===== src/rtl/stkptr_pkg.sv =====
package stkptr_pkg;

    // Operation currently owned by the sequencer
    typedef enum logic [2:0] {
        SQ_IDLE,
        SQ_PUSH,
        SQ_POP,
        SQ_CALL,
        SQ_RET
    } sq_kind_t;

    // Pointer movement requested by the sequencer
    typedef enum logic [1:0] {
        STEP_HOLD,
        STEP_DN,
        STEP_UP
    } sp_step_t;

    // Sequencer state: kind, beats left, return-address shifter, push byte
    typedef struct packed {
        sq_kind_t    kind;
        logic [1:0]  left;
        logic [23:0] rabuf;
        logic [7:0]  pdata;
    } sq_state_t;

    // Return-address length in bytes for the selected width mode
    function automatic logic [1:0] ra_len(input logic wide);
        return wide ? 2'd3 : 2'd2;
    endfunction

endpackage


===== src/rtl/stkptr_reg.sv =====
module stkptr_reg
    import stkptr_pkg::*;
#(
    parameter int              SP_W     = 16,
    parameter logic [SP_W-1:0] SP_RESET = 16'h3FFF
) (
    input  logic            clk,
    input  logic            rst,
    input  logic            wr_lo,
    input  logic            wr_hi,
    input  logic [7:0]      wdata,
    input  sp_step_t        step,
    output logic [SP_W-1:0] sp
);
    localparam int              HI_W = SP_W - 8;
    localparam logic [SP_W-1:0] ONE  = {{(SP_W-1){1'b0}}, 1'b1};

    // A byte write from software takes precedence over a sequencer step
    always_ff @(posedge clk) begin
        if (rst) begin
            sp <= SP_RESET;
        end else if (wr_lo || wr_hi) begin
            if (wr_lo) sp[7:0]      <= wdata;
            if (wr_hi) sp[SP_W-1:8] <= wdata[HI_W-1:0];
        end else begin
            case (step)
                STEP_DN: sp <= sp - ONE;
                STEP_UP: sp <= sp + ONE;
                default: sp <= sp;
            endcase
        end
    end
endmodule


===== src/rtl/stkptr_guard.sv =====
module stkptr_guard #(
    parameter int INHIBIT_LEN = 4
) (
    input  logic clk,
    input  logic rst,
    input  logic wr_lo,
    input  logic wr_hi,
    input  logic wr_other,
    input  logic retire,
    output logic irq_block
);
    localparam int            CW    = $clog2(INHIBIT_LEN + 1);
    localparam logic [CW-1:0] LEN_V = CW'(INHIBIT_LEN);
    localparam logic [CW-1:0] ONE_V = CW'(1);

    logic [CW-1:0] cnt;

    always_ff @(posedge clk) begin
        if (rst)                              cnt <= '0;
        else if (wr_lo)                       cnt <= LEN_V;
        else if (wr_hi || wr_other)           cnt <= '0;
        else if (retire && (cnt != '0))       cnt <= cnt - ONE_V;
    end

    assign irq_block = (cnt != '0);
endmodule


===== src/rtl/stkptr_seq.sv =====
module stkptr_seq
    import stkptr_pkg::*;
#(
    parameter int SP_W = 16
) (
    input  logic            clk,
    input  logic            rst,
    input  logic            req_push,
    input  logic            req_pop,
    input  logic            req_call,
    input  logic            req_ret,
    input  logic            wide,
    input  logic [7:0]      push_byte,
    input  logic [23:0]     call_addr,
    input  logic [SP_W-1:0] sp,
    input  logic [7:0]      mem_rdata,
    output logic            busy,
    output sp_step_t        step,
    output logic            mem_we,
    output logic            mem_re,
    output logic [SP_W-1:0] mem_addr,
    output logic [7:0]      mem_wdata,
    output logic            rd_valid,
    output logic [7:0]      rd_data,
    output logic            ret_valid,
    output logic [23:0]     ret_addr
);
    localparam logic [SP_W-1:0] ONE = {{(SP_W-1){1'b0}}, 1'b1};

    sq_state_t st;
    logic      rd_pend, ret_pend, ret_last;
    logic      last_beat;

    assign last_beat = (st.kind == SQ_PUSH) || (st.kind == SQ_POP) || (st.left == 2'd1);

    // Access for the current beat: writes use the pointer, reads pre-increment
    always_comb begin
        step      = STEP_HOLD;
        mem_we    = 1'b0;
        mem_re    = 1'b0;
        mem_addr  = sp;
        mem_wdata = st.pdata;
        case (st.kind)
            SQ_PUSH: begin
                mem_we = 1'b1;
                step   = STEP_DN;
            end
            SQ_CALL: begin
                mem_we    = 1'b1;
                mem_wdata = st.rabuf[7:0];
                step      = STEP_DN;
            end
            SQ_POP, SQ_RET: begin
                mem_re   = 1'b1;
                mem_addr = sp + ONE;
                step     = STEP_UP;
            end
            default: ;
        endcase
    end

    always_ff @(posedge clk) begin
        if (rst) begin
            st.kind  <= SQ_IDLE;
            st.left  <= '0;
            st.rabuf <= '0;
            st.pdata <= '0;
            rd_pend  <= 1'b0;
            ret_pend <= 1'b0;
            ret_last <= 1'b0;
        end else begin
            rd_pend  <= mem_re;
            ret_pend <= (st.kind == SQ_RET);
            ret_last <= (st.kind == SQ_RET) && last_beat;
            // Bytes that are not the last one shift in below the earlier ones
            if (ret_pend && !ret_last)
                st.rabuf <= {st.rabuf[15:0], mem_rdata};
            case (st.kind)
                SQ_IDLE: begin
                    if (req_call) begin
                        st.kind  <= SQ_CALL;
                        st.left  <= ra_len(wide);
                        st.rabuf <= wide ? call_addr : {8'h00, call_addr[15:0]};
                    end else if (req_ret) begin
                        st.kind  <= SQ_RET;
                        st.left  <= ra_len(wide);
                        st.rabuf <= '0;
                    end else if (req_push) begin
                        st.kind  <= SQ_PUSH;
                        st.pdata <= push_byte;
                    end else if (req_pop) begin
                        st.kind  <= SQ_POP;
                    end
                end
                SQ_CALL: begin
                    st.rabuf <= {8'h00, st.rabuf[23:8]};
                    if (last_beat) st.kind <= SQ_IDLE;
                    else           st.left <= st.left - 2'd1;
                end
                SQ_RET: begin
                    if (last_beat) st.kind <= SQ_IDLE;
                    else           st.left <= st.left - 2'd1;
                end
                default: st.kind <= SQ_IDLE;
            endcase
        end
    end

    assign busy      = (st.kind != SQ_IDLE);
    assign rd_valid  = rd_pend;
    assign rd_data   = mem_rdata;
    assign ret_valid = ret_pend && ret_last;
    assign ret_addr  = {st.rabuf[15:0], mem_rdata};
endmodule


===== src/rtl/stkptr_unit.sv =====
module stkptr_unit
    import stkptr_pkg::*;
#(
    parameter int          SP_W        = 16,
    parameter logic [15:0] SP_RESET    = 16'h3FFF,
    parameter logic [15:0] STACK_FLOOR = 16'h2000,
    parameter int          INHIBIT_LEN = 4
) (
    input  logic        clk,
    input  logic        rst,
    input  logic        io_wr_lo,
    input  logic        io_wr_hi,
    input  logic        io_wr_other,
    input  logic [7:0]  io_wdata,
    input  logic        retire,
    input  logic        req_push,
    input  logic        req_pop,
    input  logic        req_call,
    input  logic        req_ret,
    input  logic        wide_ra,
    input  logic [7:0]  push_byte,
    input  logic [23:0] call_addr,
    input  logic [7:0]  mem_rdata,
    output logic [7:0]  sp_lo,
    output logic [7:0]  sp_hi,
    output logic        sp_low,
    output logic        irq_block,
    output logic        busy,
    output logic        mem_we,
    output logic        mem_re,
    output logic [15:0] mem_addr,
    output logic [7:0]  mem_wdata,
    output logic        rd_valid,
    output logic [7:0]  rd_data,
    output logic        ret_valid,
    output logic [23:0] ret_addr
);
    logic [SP_W-1:0] sp;
    sp_step_t        step;

    stkptr_reg #(.SP_W(SP_W), .SP_RESET(SP_RESET)) reg_i (
        .clk(clk), .rst(rst), .wr_lo(io_wr_lo), .wr_hi(io_wr_hi),
        .wdata(io_wdata), .step(step), .sp(sp)
    );

    stkptr_seq #(.SP_W(SP_W)) seq_i (
        .clk(clk), .rst(rst), .req_push(req_push), .req_pop(req_pop),
        .req_call(req_call), .req_ret(req_ret), .wide(wide_ra),
        .push_byte(push_byte), .call_addr(call_addr), .sp(sp),
        .mem_rdata(mem_rdata), .busy(busy), .step(step),
        .mem_we(mem_we), .mem_re(mem_re), .mem_addr(mem_addr),
        .mem_wdata(mem_wdata), .rd_valid(rd_valid), .rd_data(rd_data),
        .ret_valid(ret_valid), .ret_addr(ret_addr)
    );

    stkptr_guard #(.INHIBIT_LEN(INHIBIT_LEN)) guard_i (
        .clk(clk), .rst(rst), .wr_lo(io_wr_lo), .wr_hi(io_wr_hi),
        .wr_other(io_wr_other), .retire(retire), .irq_block(irq_block)
    );

    assign sp_lo  = sp[7:0];
    assign sp_hi  = sp[15:8];
    assign sp_low = (sp <= STACK_FLOOR);
endmodule


===== config.mk =====
export PLATFORM = sky130hd
export DESIGN_NAME = stkptr_unit
export DESIGN_NICKNAME = d
export VERILOG_FILES = /design/src/rtl/stkptr_pkg.sv /design/src/rtl/stkptr_reg.sv /design/src/rtl/stkptr_guard.sv /design/src/rtl/stkptr_seq.sv /design/src/rtl/stkptr_unit.sv
export SDC_FILE = /design/constraint.sdc
export NUM_CORES = 1
export LEC_CHECK = 0
export BUFFER_PORTS_ARGS = -buffer_cell sky130_fd_sc_hd__buf_2
export CORE_MARGIN = 2
export CORE_UTILIZATION = 52
export CTS_BUF_LIST = sky130_fd_sc_hd__clkbuf_4
export CTS_CLUSTER_DIAMETER = 120
export DETAILED_ROUTE_END_ITERATION = 10
export PLACE_DENSITY = 0.87
export REMOVE_ABC_BUFFERS = 1
export SKIP_CTS_REPAIR_TIMING = 1
export SLEW_MARGIN = 20
export SYNTH_ARGS = -nofsm -noshare
export SYNTH_HDL_FRONTEND = slang
export SYNTH_SLANG_ARGS = --single-unit

===== constraint.sdc =====
create_clock -name clk -period 3.4 [get_ports clk]
set_input_delay 0.51 -clock clk [delete_from_list [all_inputs] [get_ports clk]]
set_output_delay 0.51 -clock clk [all_outputs]
set_load 0.03 [all_outputs]

* Yosys cells after proc, flatten, opt, wreduce, memory -nomap -nowiden *
Cells that the tools add are included.

operators by class
  add/sub/neg operators = 4
  $mul = 0
  div/mod/pow operators = 0
  order comparisons = 1
  equality and inequality tests = 13
  shift-type cells = 0
  mux-type cells = 25
  bitwise gates (word level) = 2
  reduce and logical (&&, ||, !) cells = 24

operator list
  cell                     number
  $mux W24                 2
  $pmux W24 S2             1
  $mux W16                 2
  $pmux W16 S2             1
  $mux W29                 1
  $mux W26                 1
  $mux W8                  3
  $mux W3                  7
  $add A16 B1 Y16 const B  1
  $le A16 B14 Y1 const B   1
  $sub A16 B1 Y16 const B  1
  $reduce_bool A3 Y1       4
  $pmux W2 S2              2
  $eq A3 B2 Y1 const B     2
  $ne A2 B2 Y1 const B     3
  $pmux W3 S2              1
  $reduce_and A2 Y1        3
  $reduce_or A2 Y1         3
  $ne A5 B5 Y1 const B     1
  $eq A2 B1 Y1 const B     2
  $logic_and A1 B1 Y1      4
  $logic_or A1 B1 Y1       4
  $reduce_and A4 Y1        1
  $eq A3 B1 Y1 const B     1
  other kinds (14)         17

storage, ports and cells
  register bits = 59
  latch bits = 0
  bits in writable memories = 0
  memory bits (read-only) = 0
  input bits = 59
  output and inout bits = 79
  word-level logic and storage cells = 80
  memories = 0

* Logic depth before layout (Yosys ltp) *
Gate-level depths: netlist of run 1.

  depth in word-level cells = 6
  gate-level depth with buffers = 12
  mapped depth without buffers = 9

* Modules after synthesis *
Synthesis of run 1 repeated with hierarchy kept, for this count alone.

second synthesis, totals
  cells, all modules = 542
  area total of the unflattened synthesis = 4,483.0 sq um

modules (own cells, without submodules)
  module        times used  cells an instance  area each (sq um)  sequential area each (sq um)
  stkptr_seq    1           321                2,720.1            800.8
  stkptr_reg    1           196                1,542.7            320.3
  stkptr_guard  1           19                 173.9              60.1
  stkptr_unit   1           6                  46.3               0.0

* Worst setup path after synthesis of run 1 *
Ideal clock, no wire load.

  path kind = register to register
  start point = register seq_i.st[36] (netlist name)
  end point = register reg_i.sp[5]
  library setup time = 121 ps
  data arrival time = 2,634 ps
  required time = 3,279 ps
  path slack = 645 ps
  cell stages (with the launch flop) = 12
  path buffers = 2
  clock period less this slack = 2,755 ps
  path through = dfxtp_1 -> buf_2 -> xor2_1 -> nand2b_1 -> clkbuf_1 -> inv_1 -> ha_1 -> or3_1 -> or4_2 -> a21oi_1 -> xnor2_1 -> a21oi_1

on the way
  cells in the longest elaborated chain, start to end = 6
  elaborated cells on any way between the ends = 13
  those cells by class = eq/ne: 6; mux: 3; reduce/logical: 4

ends and longest elaborated chain
  item                                                       line              text
  start, declared                                            stkptr_seq.sv:30  sq_state_t st;
  $eq A3 B3 Y1 (tied with other cells)                       stkptr_seq.sv:43  case (st.kind)
  $reduce_or A2 Y1, on equally long branches                 n/a
  $pmux W2 S2 (*)                                            stkptr_seq.sv:43
  $eq A2 B2 Y1 / $eq A2 B1 Y1 (equally long branches)        stkptr_reg.sv:26  case (step)
  $pmux W16 S2 / $reduce_bool A3 Y1 (equally long branches)  n/a
  $mux W16 / $reduce_and A2 Y1 (equally long branches)       n/a
  end signal, assigned                                       stkptr_reg.sv:23  if (wr_lo) sp[7:0] <= wdata;
  end signal, assigned by index                              stkptr_reg.sv:24  if (wr_hi) sp[SP_W-1:8] <= wdata[HI_W-1:0];
  end signal, assigned                                       stkptr_reg.sv:27  STEP_DN: sp <= sp - ONE;
  end, declared                                              stkptr_reg.sv:13  output logic [SP_W-1:0] sp

Mark *: on every way between the ends. The rest lies on a longest branch, timed or not.
A chain may end at the register's enable or synchronous reset.

* Worst setup path after layout of run 1 *
  start point = register reg_i.sp[2]
  end point = output port sp_low

on the way
  cells in the longest elaborated chain, start to end = 1

ends and longest elaborated chain
  item            line               text
  $le A16 B14 Y1  stkptr_unit.sv:63  assign sp_low = (sp <= STACK_FLOOR);
  end, declared   stkptr_unit.sv:26  output logic sp_low,

Every way passes these cells.

==> results.yml, run 1 <==
floorplan:
  rows: 32
  core_area_mm2: 0.00761
  die-height_um: 91.8
  initial_core_util: 0.527
  ios: 138
  dieWidth_um: 91.8
  fp.dieArea_mm2: 0.00843
setup_path:
  slowest_stage: "or4_4"
  crit_chain: "nor4_4 > nand3b_2 > or4_4 > o21a_1 > nor3_2 > buf_2"
  cp-end-kind: "output pin"
  slowest_delay_ns: 0.55
  required_ns: 2.89
  worst-r2r-setup-slack_ns: 0.50
  path_delay_family: "simple AND/OR/NAND/NOR gates"
  cp_data_arrival_time_ns: 2.56
  reg2regPathDepth: 9
  path_class: "reg2out"
  reg2reg_to: "reg_i.sp[11]"
  reg2reg_from: "seq_i.st[36]"
  path_buf_inv: 1
  crit_fanout: 13
  startpoint_type: "register"
global_route:
  grt_max_degree: 29
  grt_overflow_total: 0
  met3_usage: 0.0501
  grt_pass1_wl_um: 18300
  antenna_found_initial: 0
  grtUsageTotal: 0.266
  grt_util_met1: 0.344
  grt_pass1_vias: 3779
  busiest_layer: "met2"
  globalRouteMet2Util: 0.446
final_layout:
  antenna_cells: 0
  drive_above_1_share: 0.297
  final_cell_area_mm2: 0.00460
  n_fill_cell: 675
  multi_input_area_mm2: 0.00239
  seq_area_mm2: 0.00118
  nNetsFinal: 666
  syn_to_final_growth_pct: 14.6
cts:
  clockBufferDepth: 2
  cts_tree: "built"
  insertion_delay_ns: 0.40
  clk_pin_slew_ns: 0.11
  cts_inserted_buffers: 9
  root_buffer: "clkbuf_4"
  cts_sinks: 59
  htree_levels: 3
drt:
  drt_first_pass_iters: 5
  vias: 4101
  wl_per_cell_um: 16.0
  drc: 0
  routed_wl_um: 11300
  vias_per_cell: 5.79
  ant_nets: 0
  drt_iter0_markers: 330
timing:
  tightest_slew_ns: 0.867
  period_share: 0.902
  clock_skew_ns: 0.0141
  worst_slack_ns: 0.332
  fin_hold_ws_ns: 0.307
  setup_viol: 0
  max_clock_freq_mhz: 326
  drv_slew: 0
  tns_ns: 0
  hold_violations: 0
  slew_headroom: 0.422
  min_period_ns: 3.07
  grt_setup_unrepaired: "false"
placement:
  postPlaceCellArea_mm2: 0.00449
  gp_congestion: 0.918
  portBuffers: 137
  place_ws_ns: 0.658
  post-dp-hpwl_um: 8240
yosys:
  synth_edf_count: 0
  yosysTopAreaCell: "dfxtp_1"
  synth_common_cells: "60 x nand2_1, 59 x dfxtp_1, 42 x nor2_1"
  yosys.cell_count.top_type: "nand2_1"
  syn_area_mm2: 0.00401
  synth_top_area_share: 0.294
  async_flop_share: 0
  synth.avg_cell_area_um2: 7.83
  ys_warn_count: 0
  synth.distinct_cells: 55
  ys_ff_latch: 59
  synth.top_cells.by_area: "dfxtp_1 29%, buf_4 6.2%, nand2_1 5.6%"
  synth-seq-area-share: 0.294
  synth_cells: 512
  ys.flop_type: "dfxtp_1"
pwr:
  peakVddDrop_mv: 0.357
  p_leak_nw: 2.02
  p_per_area_mw_per_mm2: 495
hold_path:
  hp-class: "in2reg"
  hold_depth: 2
  min_to: "guard_i.cnt[0]"
  worstHoldStart: "io_wr_other"
run_status:
  status: "complete, no violations"
flow_run:
  max_cap_viol_count: 0
cell families (layout without fill, tap and decap cells):
family | after synthesis | in the layout | synth area share
and+or+nand+nor | 192 | 192 | 0.245
AOI/OAI and AO/OA | 118 | 118 | 0.193
buffers and inverters | 80 | 174 | 0.111
DFF | 59 | 59 | 0.294
muxes | 30 | 30 | 0.0780
xor gates and xnor gates | 27 | 27 | 0.0590
adders and majority gates | 6 | 6 | 0.0187
worst register-to-register path: stages (launching register included):
cell	delay (ns)
dfxtp_1	0.55
xor2_1	0.11
nand2b_1	0.30
inv_1	0.23
ha_1	0.43
nor2_1	0.44
nand2_1	0.11
o41ai_1	0.34
xnor2_1	0.17
o21ai_0	0.09
layout by cell type, fill, tap and decap left out, types with 3 or more instances in the layout:
cell / synthesis / final
a21o_1: 17 / 17
clkbuf_4: 0 / 9
nor3_1: 8 / 8
buf_4: 33 / 7
or2_2: 3 / 3
nand2_1: 60 / 60
buf_2: 6 / 137
o211ai_1: 3 / 3
nor4_1: 8 / 8
a22oi_1: 16 / 16
nand3_1: 14 / 14
xor2_1: 9 / 9
nor3b_1: 8 / 8
o22ai_1: 3 / 3
nor2_1: 42 / 42
ha_1: 6 / 6
dfxtp_1: 59 / 59
nand4_1: 11 / 11
nand2b_1: 9 / 9
a21oi_1: 39 / 38
xnor2_1: 18 / 18
mux2_2: 10 / 10
mux2i_1: 20 / 20
nand3b_1: 3 / 3
clkinvlp_4: 0 / 3
or3_1: 4 / 4
and3_1: 7 / 7
inv_1: 14 / 14
o21ai_0: 12 / 12
a2bb2oi_1: 9 / 9
state kept, by name (all words and copies together), names as in the netlist:
signal          count
seq_i.ret_pend      1
seq_i.ret_last      1
guard_i.cnt         3
seq_i.st           21
reg_i.sp           16
seq_i.ret_addr     16
seq_i.rd_valid      1
layout make-up:
class / instances / share of cell area
Inverter: 14 / 0.0114
Clock inverter: 7 / 0.00952
Clock buffer: 9 / 0.0147
Sequential cell: 59 / 0.257
Multi-Input combinational cell: 373 / 0.519
Timing Repair Buffer: 144 / 0.161
Tap cell: 102 / 0.0278
metrics by stage:
step	cells	power, mW	util
after floorplan	446	1.51	-
after global placement	692	1.82	0.590
after detailed placement	692	1.84	0.590
after CTS	708	2.27	0.604
after global routing	708	2.41	0.604
final	708	2.28	0.604
metal layers:
layer / vias to the layer above / share of wire
li1: 1964 / -
met1: 1879 / 0.41
met5: - / 0
met3: 25 / 0.090
met2: 233 / 0.48
met4: 0 / 0.017
how the worst max path moves through the flow:
stage / start / end / slack [ns] / cells after the start
2_1_floorplan: seq_i.st[34] / reg_i.sp[5] / 0.66 / 8
3_5_place_dp: seq_i.st[36] / reg_i.sp[15] / 0.66 / 10
5_1_grt: reg_i.sp[1] / mem_addr[14] / 0.09 / 6
3_3_place_gp: seq_i.st[36] / reg_i.sp[15] / 0.78 / 10
4_1_cts: reg_i.sp[2] / sp_low / 0.33 / 6
6_report: reg_i.sp[2] / sp_low / 0.33 / 6
where the power goes:
group	leakage, nW	internal (mW)	total (mW)	switching, mW
logic	1.48	0.338	0.990	0.652
clock network	0.0534	0.146	0.429	0.283
registers	0.483	0.759	0.856	0.0973
Note: power is estimated with default switching activity, not from simulation.
==> inputs of run 2 (changes only) <==
Settings changed: BUFFER_PORTS_ARGS -buffer_cell sky130_fd_sc_hd__buf_2 to not set, CORE_UTILIZATION 52 to 54, DONT_BUFFER_PORTS set to 1, PLACE_DENSITY 0.87 to 0.74.
==> run 2 against run 1 <==
Against the previous run:
- core utilization decreased by 4.2 points
- clock skew decreased by 0.00056 ns
- count of clock-buffer cells in the layout increased by 1
- power decreased by 2.7%
- sequential cell count unchanged
- register-to-register slack improved by 0.15 ns
- largest cell class unchanged
- highest routed layer unchanged
==> results.yml, run 2 (synthesis gave the netlist of run 1 again) <==
floorplan:
  dieWidth_um: 90.2
  core_area_mm2: 0.00721
  rows: 31
  initial_core_util: 0.556
  fp.dieArea_mm2: 0.00813
  ios: 138
  die-height_um: 90.2
setup_path:
  reg2reg_to: "reg_i.sp[13]"
  crit_fanout: 8
  cp_data_arrival_time_ns: 2.65
  path_class: "reg2out"
  cp-end-kind: "output pin"
  reg2reg_from: "seq_i.st[36]"
  reg2regPathDepth: 10
  required_ns: 2.89
  startpoint_type: "register"
  worst-r2r-setup-slack_ns: 0.65
cts:
  cts_inserted_buffers: 9
  cts_sinks: 59
  root_buffer: "clkbuf_4"
  htree_levels: 3
  insertion_delay_ns: 0.41
  clockBufferDepth: 2
  clk_pin_slew_ns: 0.11
  cts_tree: "built"
global_route:
  grt_max_degree: 55
  grtUsageTotal: 0.260
  grt_pass1_vias: 3478
  antenna_found_initial: 0
  grt_pass1_wl_um: 17300
  grt_overflow_total: 0
timing:
  min_period_ns: 3.16
  tightest_slew_ns: 0.961
  period_share: 0.928
  fin_hold_ws_ns: 0.170
  clock_skew_ns: 0.0135
  tns_ns: 0
  drv_slew: 0
  hold_violations: 0
  slew_headroom: 0.359
  worst_slack_ns: 0.244
  grt_setup_unrepaired: "false"
  max_clock_freq_mhz: 317
  setup_viol: 0
pwr:
  net-switching-power_mw: 0.945
  swShare: 0.427
  combPwrFrac: 0.353
  p_per_area_mw_per_mm2: 545
  p_int_mw: 1.27
  peakVddDrop_mv: 0.317
  fin_total_pwr_mw: 2.21
  seq_power_share: 0.422
  clkPwrFrac: 0.224
  p_leak_nw: 1.56
placement:
  gp_congestion: 0.881
  dp_cells: 568
  postPlaceCellArea_mm2: 0.00392
  post-dp-hpwl_um: 7530
  place_ws_ns: 0.682
  portBuffers: 0
final_layout:
  syn_to_final_growth_pct: 1.19
  final_cell_count_no_fill: 584
  n_fill_cell: 690
  seq_area_mm2: 0.00118
  final_cell_area_mm2: 0.00406
  drive_above_1_share: 0.128
  antenna_cells: 0
  largest_reg_flops: 21
  final_cell_mix: "60 x nand2_1, 57 x dfxtp_1, 42 x nor2_1"
  multi_input_area_mm2: 0.00239
  max_flop_register: "seq_i.st"
  nNetsFinal: 545
  final_common_cell: "nand2_1"
  utilization: 0.563
drt:
  drt_iter0_markers: 203
  ant_nets: 0
  drc: 0
  routed_wl_um: 10600
  drt_first_pass_iters: 5
  vias: 3634
  wl_per_cell_um: 18.1
  vias_per_cell: 6.22
hold_path:
  hold_depth: 1
  min_to: "reg_i.sp[14]"
  worstHoldStart: "rst"
  hp-class: "in2reg"
flow_run:
  max_cap_viol_count: 0
run_status:
  status: "complete, no violations"
run 2: cell count changes in the layout (fill, tap and decap cells not counted), moves of 2 or more:
cell	before	now
clkinvlp_4	3	1
clkinv_2	1	3
buf_2	137	0
buf_4	7	23
dfxtp_2	0	2
dfxtp_1	59	57
run 2: worst max-delay path, stage by stage, from the launching register on:
cell      delay (ns)
dfxtp_1         0.53
nor4_4          0.37
nand3b_2        0.21
or4_4           0.53
o21a_1          0.20
nor3_2          0.41
run 2: worst max-delay path by stage:
stage / startpoint / endpoint / slack, ns / cells after the start
after global routing: reg_i.sp[5] / sp_low / 0.09 / 5
after CTS: reg_i.sp[1] / mem_addr[14] / 0.20 / 6
after detailed placement: reg_i.sp[1] / mem_addr[14] / 0.68 / 6
final: reg_i.sp[5] / sp_low / 0.24 / 5
after global placement: reg_i.sp[5] / sp_low / 0.72 / 5
after floorplan: seq_i.st[34] / reg_i.sp[5] / 0.66 / 8
run 2: routing by layer:
layer	part of all wire	track usage
met5	0	0
met4	0.019	0.112
met2	0.48	0.425
met1	0.40	0.311
met3	0.11	0.0872
run 2: final cells by class:
class	instances	area share
inverter	14	0.0129
clock buffer	10	0.0185
sequential	59	0.292
tap	99	0.0305
timing repair buffer	23	0.0425
multi-input combinational	373	0.590
clock inverter	6	0.0139
run 2: power by group through the flow:
stage	clock network (mW)	logic (mW)	registers (mW)
after CTS	0.515	0.772	0.932
final	0.496	0.782	0.935
after global routing	0.545	0.846	0.947
after floorplan	0	0.574	0.934
after global placement	0	0.760	0.945
after detailed placement	0	0.769	0.948
